<file path="src/rtl/frac_tick_pkg.sv">
package frac_tick_pkg;
   localparam int DEF_REG_W     = 32;
   localparam int DEF_FIELD_LSB = 6;
   localparam int DEF_DIV_W     = 15;
   localparam int DEF_FRAC_BITS = 2;
endpackage

</file>
<file path="src/rtl/frac_div_reg.sv">
module frac_div_reg #(
   parameter int REG_W     = 32,
   parameter int FIELD_LSB = 6,
   parameter int DIV_W     = 15
) (
   input  logic             clk,
   input  logic             rst_n,
   input  logic             wr_en,
   input  logic [REG_W-1:0] wr_data,
   output logic [DIV_W-1:0] div_field,
   output logic [REG_W-1:0] rd_data
);
   localparam int FIELD_MSB = FIELD_LSB + DIV_W - 1;
   localparam int UPPER_W   = REG_W - FIELD_MSB - 1;

   if (FIELD_MSB >= REG_W) begin : g_bad_field
      $error("frac_div_reg: field does not fit the register");
   end

   logic [DIV_W-1:0] field_q;

   always_ff @(posedge clk or negedge rst_n) begin
      if (!rst_n)     field_q <= '0;
      else if (wr_en) field_q <= wr_data[FIELD_MSB:FIELD_LSB];
   end

   assign div_field = field_q;

   // Readback packing: ignored low bits and unused upper bits read as zero.
   if (FIELD_LSB > 0 && UPPER_W > 0) begin : g_pad_both
      assign rd_data = {{UPPER_W{1'b0}}, field_q, {FIELD_LSB{1'b0}}};
   end else if (FIELD_LSB > 0) begin : g_pad_low
      assign rd_data = {field_q, {FIELD_LSB{1'b0}}};
   end else if (UPPER_W > 0) begin : g_pad_high
      assign rd_data = {{UPPER_W{1'b0}}, field_q};
   end else begin : g_pad_none
      assign rd_data = field_q;
   end

   // readback only moves on a write
   a_r2_readback_hold: assert property (@(posedge clk) disable iff (!rst_n)
      !wr_en |=> $stable(rd_data));
endmodule

</file>
<file path="src/rtl/frac_phase_acc.sv">
module frac_phase_acc #(
   parameter int DIV_W     = 15,
   parameter int FRAC_BITS = 2
) (
   input  logic             clk,
   input  logic             rst_n,
   input  logic             en,
   input  logic             clr,
   input  logic [DIV_W-1:0] div_field,
   output logic             tick
);
   localparam int STEP  = 1 << FRAC_BITS;
   localparam int ACC_W = DIV_W + 2;

   if (FRAC_BITS < 0 || FRAC_BITS > 8) begin : g_bad_frac
      $error("frac_phase_acc: FRAC_BITS out of range");
   end
   if (DIV_W < 1) begin : g_bad_div
      $error("frac_phase_acc: DIV_W must be positive");
   end

   logic [ACC_W-1:0] acc_q, acc_d, limit, sum;
   logic             hit, tick_q;

   assign limit = ACC_W'(STEP) + ACC_W'(div_field);
   assign sum   = acc_q + ACC_W'(STEP);
   assign hit   = en && !clr && (sum >= limit);

   always_comb begin
      acc_d = acc_q;
      if (clr)      acc_d = '0;
      else if (en)  acc_d = hit ? (sum - limit) : sum;
   end

   always_ff @(posedge clk or negedge rst_n) begin
      if (!rst_n) begin
         acc_q  <= '0;
         tick_q <= 1'b0;
      end else begin
         acc_q  <= acc_d;
         tick_q <= hit;
      end
   end

   assign tick = tick_q;

   // the carried remainder always stays below one period
   a_r4_phase_below_limit: assert property (@(posedge clk) disable iff (!rst_n)
      acc_q < limit);
   // a clear restarts the phase and kills the next strobe
   a_r7_clear_restart: assert property (@(posedge clk) disable iff (!rst_n)
      clr |=> (acc_q == '0) && !tick);
   // disabled cycles hold the phase
   a_r8_phase_held: assert property (@(posedge clk) disable iff (!rst_n)
      (!en && !clr) |=> $stable(acc_q) && !tick);
endmodule

</file>
<file path="src/rtl/frac_tick_gen.sv">
module frac_tick_gen #(
   parameter int REG_W     = frac_tick_pkg::DEF_REG_W,
   parameter int FIELD_LSB = frac_tick_pkg::DEF_FIELD_LSB,
   parameter int DIV_W     = frac_tick_pkg::DEF_DIV_W,
   parameter int FRAC_BITS = frac_tick_pkg::DEF_FRAC_BITS
) (
   input  logic             clk,
   input  logic             rst_n,
   input  logic             en,
   input  logic             wr_en,
   input  logic [REG_W-1:0] wr_data,
   output logic [REG_W-1:0] rd_data,
   output logic             tick
);
   localparam int STEP = 1 << FRAC_BITS;

   logic [DIV_W-1:0] div_field;

   frac_div_reg #(
      .REG_W     (REG_W),
      .FIELD_LSB (FIELD_LSB),
      .DIV_W     (DIV_W)
   ) u_reg (
      .clk       (clk),
      .rst_n     (rst_n),
      .wr_en     (wr_en),
      .wr_data   (wr_data),
      .div_field (div_field),
      .rd_data   (rd_data)
   );

   frac_phase_acc #(
      .DIV_W     (DIV_W),
      .FRAC_BITS (FRAC_BITS)
   ) u_acc (
      .clk       (clk),
      .rst_n     (rst_n),
      .en        (en),
      .clr       (wr_en),
      .div_field (div_field),
      .tick      (tick)
   );

   // zero divider strobes on every enabled edge
   a_r5_fastest: assert property (@(posedge clk) disable iff (!rst_n)
      (div_field == '0 && en && !wr_en) |=> tick);
   // a strobe needs an enabled, write-free edge
   a_r8_tick_needs_en: assert property (@(posedge clk) disable iff (!rst_n)
      tick |-> $past(en) && !$past(wr_en));
   // no back-to-back strobes once the period is at least two clocks
   a_r10_single_cycle: assert property (@(posedge clk) disable iff (!rst_n)
      (tick && 32'(div_field) >= STEP) |=> !tick);
endmodule

</file>
<file path="config.mk">
export PLATFORM = sky130hd
export DESIGN_NAME = frac_tick_gen
export DESIGN_NICKNAME = d
export VERILOG_FILES = /design/src/rtl/frac_tick_pkg.sv /design/src/rtl/frac_div_reg.sv /design/src/rtl/frac_phase_acc.sv /design/src/rtl/frac_tick_gen.sv
export SDC_FILE = /design/constraint.sdc
export NUM_CORES = 1
export LEC_CHECK = 0
export BUFFER_PORTS_ARGS = -buffer_cell sky130_fd_sc_hd__buf_2
export CELL_PAD_IN_SITES_DETAIL_PLACEMENT = 0
export CELL_PAD_IN_SITES_GLOBAL_PLACEMENT = 1
export CORE_AREA = 3 3 82 92
export CTS_BUF_LIST = sky130_fd_sc_hd__clkbuf_16
export DETAILED_ROUTE_END_ITERATION = 8
export DIE_AREA = 0 0 85 95
export PLACE_DENSITY_LB_ADDON = 0.1
export SETUP_SLACK_MARGIN = 0.4
export SLEW_MARGIN = 0
export SYNTH_ARGS = -nofsm -noshare
export SYNTH_HDL_FRONTEND = slang
export SYNTH_SLANG_ARGS = --single-unit
export TNS_END_PERCENT = 30
</file>
<file path="constraint.sdc">
create_clock -name clk -period 5.6 [get_ports clk]
set_input_delay 0.84 -clock clk [delete_from_list [all_inputs] [get_ports clk]]
set_output_delay 0.84 -clock clk [all_outputs]
set_load 0.05 [all_outputs]
</file>
==> results.json <==
{
  "synth_top_family_by_area": "simple AND/OR/NAND/NOR gates",
  "rows": 31,
  "critical-path-top-delay-family": "simple AND/OR/NAND/NOR gates",
  "multi_input_area_um2": 1910,
  "instances_no_fill": 444,
  "numClockSinks": 33,
  "clk_path_buf_depth": 2,
  "synth_compound_area_frac": 0.158,
  "grt_pass1_vias": 2354,
  "antenna_found_initial": 0,
  "fmax_ghz": 0.260,
  "die_h_um": 95,
  "synth_seq_area_share": 0.284,
  "area_delta_synth_final_pct": 9.34,
  "setup_tns_ns": 0,
  "cts_tree": "yes",
  "synth_fa_ha_area_frac": 0.0844,
  "crit_arrival_ns": 4.02,
  "worstHoldPathType": "reg -> reg",
  "crit_fanout": 29,
  "syn_area_per_cell_um2": 8.65,
  "portBuffers": 34,
  "gp_congestion": 0.836,
  "crit_chain": "ha_1, nand4_2, nor2_1, nand3_1, xnor2_1, ha_1, nand3_1, nor3_1, a211oi_1, o2111ai_2, nand2_2, or3_1, a311oi_1",
  "worst_pin_slew_ns": 0.843,
  "crit_path_top_delay_cell": "or3_1",
  "hold_ws_ns": 0.532,
  "cts_hold_buf": 0,
  "fin_crit_sh": 0.687,
  "setup-violations-final": 0,
  "hold_violations": 0,
  "clock_latency_ns": 0.28,
  "drtIter0Drc": 121,
  "place_ws_ns": 1.76,
  "critPathKind": "reg -> reg",
  "final_area_um2": 3180,
  "ys.warnings.count": 0,
  "crit_path_max_incr_delay_ns": 0.48,
  "leakage_nw": 1.45,
  "start_kind": "flip-flop",
  "coreArea_um2": 6630,
  "start_util": 0.438,
  "track_usage": 0.179,
  "cap_violations": 0,
  "crit_required_ns": 5.78,
  "numCtsBuffers": 5,
  "status": "finished, final reports clean",
  "synth_xor_area_frac": 0.108,
  "diodes": 0,
  "clk_pin_slew_worst_paths_ns": 0.06,
  "antenna_left": 0,
  "synthCells": 336,
  "nets": 416,
  "pwr_density_cell_nw_per_um2": 374,
  "period_minus_slack_ns": 3.85,
  "finalWorstSetupSlack_ns": 1.75,
  "place_hpwl_um": 4950,
  "crit_buf_inv": 0,
  "wl_per_cell_um": 15.1,
  "regArea_um2": 826,
  "grt_pass1_wl_um": 11500,
  "drive_gt1_frac": 0.180,
  "grt_max_degree": 44,
  "synth_cell_types": 50,
  "max_slew_margin": 0.438,
  "end_kind": "flip-flop",
  "clock_skew_ns": 0.00371,
  "nFillCells": 676,
  "ios": 69,
  "synth.cell_area_um2": 2910,
  "first_pass_iters": 4,
  "cts_resized": 0,
  "overflow": 0,
  "grt_setup_unrepaired": "no",
  "vias_per_cell": 5.39,
  "postCtsSetupRepairBufs": 0,
  "placed_area_um2": 3040,
  "place_inst": 436,
  "ys_ff_latch": 33,
  "report.final.slew_viol_count": 0,
  "die_w_um": 85,
  "ir_drop_mv": 0.142,
  "yosys-mux-area-fraction": 0.0753,
  "dr_total_vias": 2393,
  "synthSimpleGateAreaFrac": 0.207,
  "htreeDepth": 2,
  "drcViolationCount": 0,
  "cts-root-buf": "clkbuf_16",
  "routed_wl_um": 6690,
  "die-area_um2": 8080
}
==> synthesized netlist by cell type (all sizes together) <==
| library cell | instances | area, um^2 |
|---|---|---|
| nor2 | 34 | 128 |
| dfrtp | 33 | 826 |
| nand2 | 24 | 92.6 |
| buf | 20 | 151 |
| nand3 | 19 | 95.1 |
| xor2 | 19 | 166 |
| a21oi | 18 | 90.1 |
| ha | 18 | 225 |
| xnor2 | 17 | 149 |
| mux2 | 15 | 169 |
| clkbuf | 12 | 46.3 |
| nor3b | 10 | 75.1 |
| a211oi | 9 | 67.6 |
| inv | 9 | 33.8 |
| o21ai | 9 | 45.0 |
| nand4 | 8 | 56.3 |
| nor3 | 8 | 40.0 |
| a21o | 7 | 60.1 |
| a41oi | 5 | 43.8 |
| mux2i | 5 | 50.1 |
| and3 | 4 | 25.0 |
| or3 | 4 | 25.0 |
| nor4 | 3 | 25.0 |
| o311ai | 3 | 26.3 |
| o31ai | 3 | 22.5 |
| or2 | 3 | 18.8 |
| a211o | 2 | 18.8 |
| o211ai | 2 | 15.0 |
| a2111oi | 1 | 15.0 |
| a311oi | 1 | 8.76 |
| a31oi | 1 | 6.26 |
| clkinv | 1 | 3.75 |
| conb | 1 | 3.75 |
| fa | 1 | 20.0 |
| nand2b | 1 | 6.26 |
| nand4b | 1 | 8.76 |
| o2111ai | 1 | 15.0 |
| o21a | 1 | 7.51 |
| o21ba | 1 | 10.0 |
| o21bai | 1 | 7.51 |
| or4 | 1 | 7.51 |
==> routing by layer <==
metal | part of all wire | track usage
met3 | 0.045 | 0.0288
met4 | 0.012 | 0.0515
met1 | 0.49 | 0.241
met2 | 0.45 | 0.297
met5 | 0 | 0
==> stage by stage <==
stage	util	total power, W
floorplan	-	0.000823
global placement	0.459	0.000925
detailed placement	0.459	0.000928
CTS	0.479	0.00120
global route	0.479	0.00129
finish	0.479	0.00119
==> power breakdown <==
group | internal [W] | leakage [nW] | switching, W | total [W]
registers | 0.000275 | 0.417 | 0.0000509 | 0.000326
clock network | 0.000160 | 0.0776 | 0.000102 | 0.000262
logic | 0.000235 | 0.953 | 0.000366 | 0.000601
==> layout by cell type, fill, tap and decap left out, types with 9 or more instances in the layout <==
master and instances:
nand3_1 19, buf_2 34, xnor2_1 17, nand2_1 23
inv_1 12, nor2_1 34, a21oi_1 18, dfrtp_1 33
conb_1 17, xor2_1 19, mux2_2 15, ha_1 18
a211oi_1 9, nor3b_1 10
==> logic make-up after synthesis <==
| group | after synthesis |
|---|---|
| mux | 20 |
| flops | 33 |
| buf+inv | 42 |
| simple gates | 120 |
| fa+ha+maj | 19 |
| compound gates | 65 |
| xor+xnor | 36 |
| other cells | 1 |
==> path summary, 6_finish.rpt <==
| path | slack (ns) | startpoint | to | cells past startpoint |
|---|---|---|---|---|
| max | 1.75 | u_acc.acc_q[2] | u_acc.acc_q[16] | 13 |
| min | 0.53 | u_acc.acc_q[15] | u_acc.acc_q[15] | 2 |
| max reg2reg | 1.75 | u_acc.acc_q[2] | u_acc.acc_q[16] | 13 |
| min reg2reg | 0.53 | u_acc.acc_q[15] | u_acc.acc_q[15] | 2 |
| max in group asynchronous | 4.46 | rst_n | u_reg.div_field[14] | 1 |
| min in group asynchronous | 0.64 | rst_n | u_reg.div_field[1] | 1 |
==> state kept, by name, indices dropped and copies added, names as in the netlist <==
register         flops
u_reg.div_field     15
u_acc.tick           1
u_acc.acc_q         17
==> area by class of cell <==
class	instances	share of cell area
sequential	33	0.260
multi-input combinational	277	0.600
tap	82	0.0323
clock inverter	3	0.00354
timing repair buffer	34	0.0535
clock buffer	5	0.0394
inverter	10	0.0118
==> worst min-delay path, stage by stage, from the launching register on <==
cell and delay (ns):
dfrtp_1 0.38, nand2_1 0.06, o31ai_1 0.05
No activity file was read; power rests on OpenSTA's default activity.
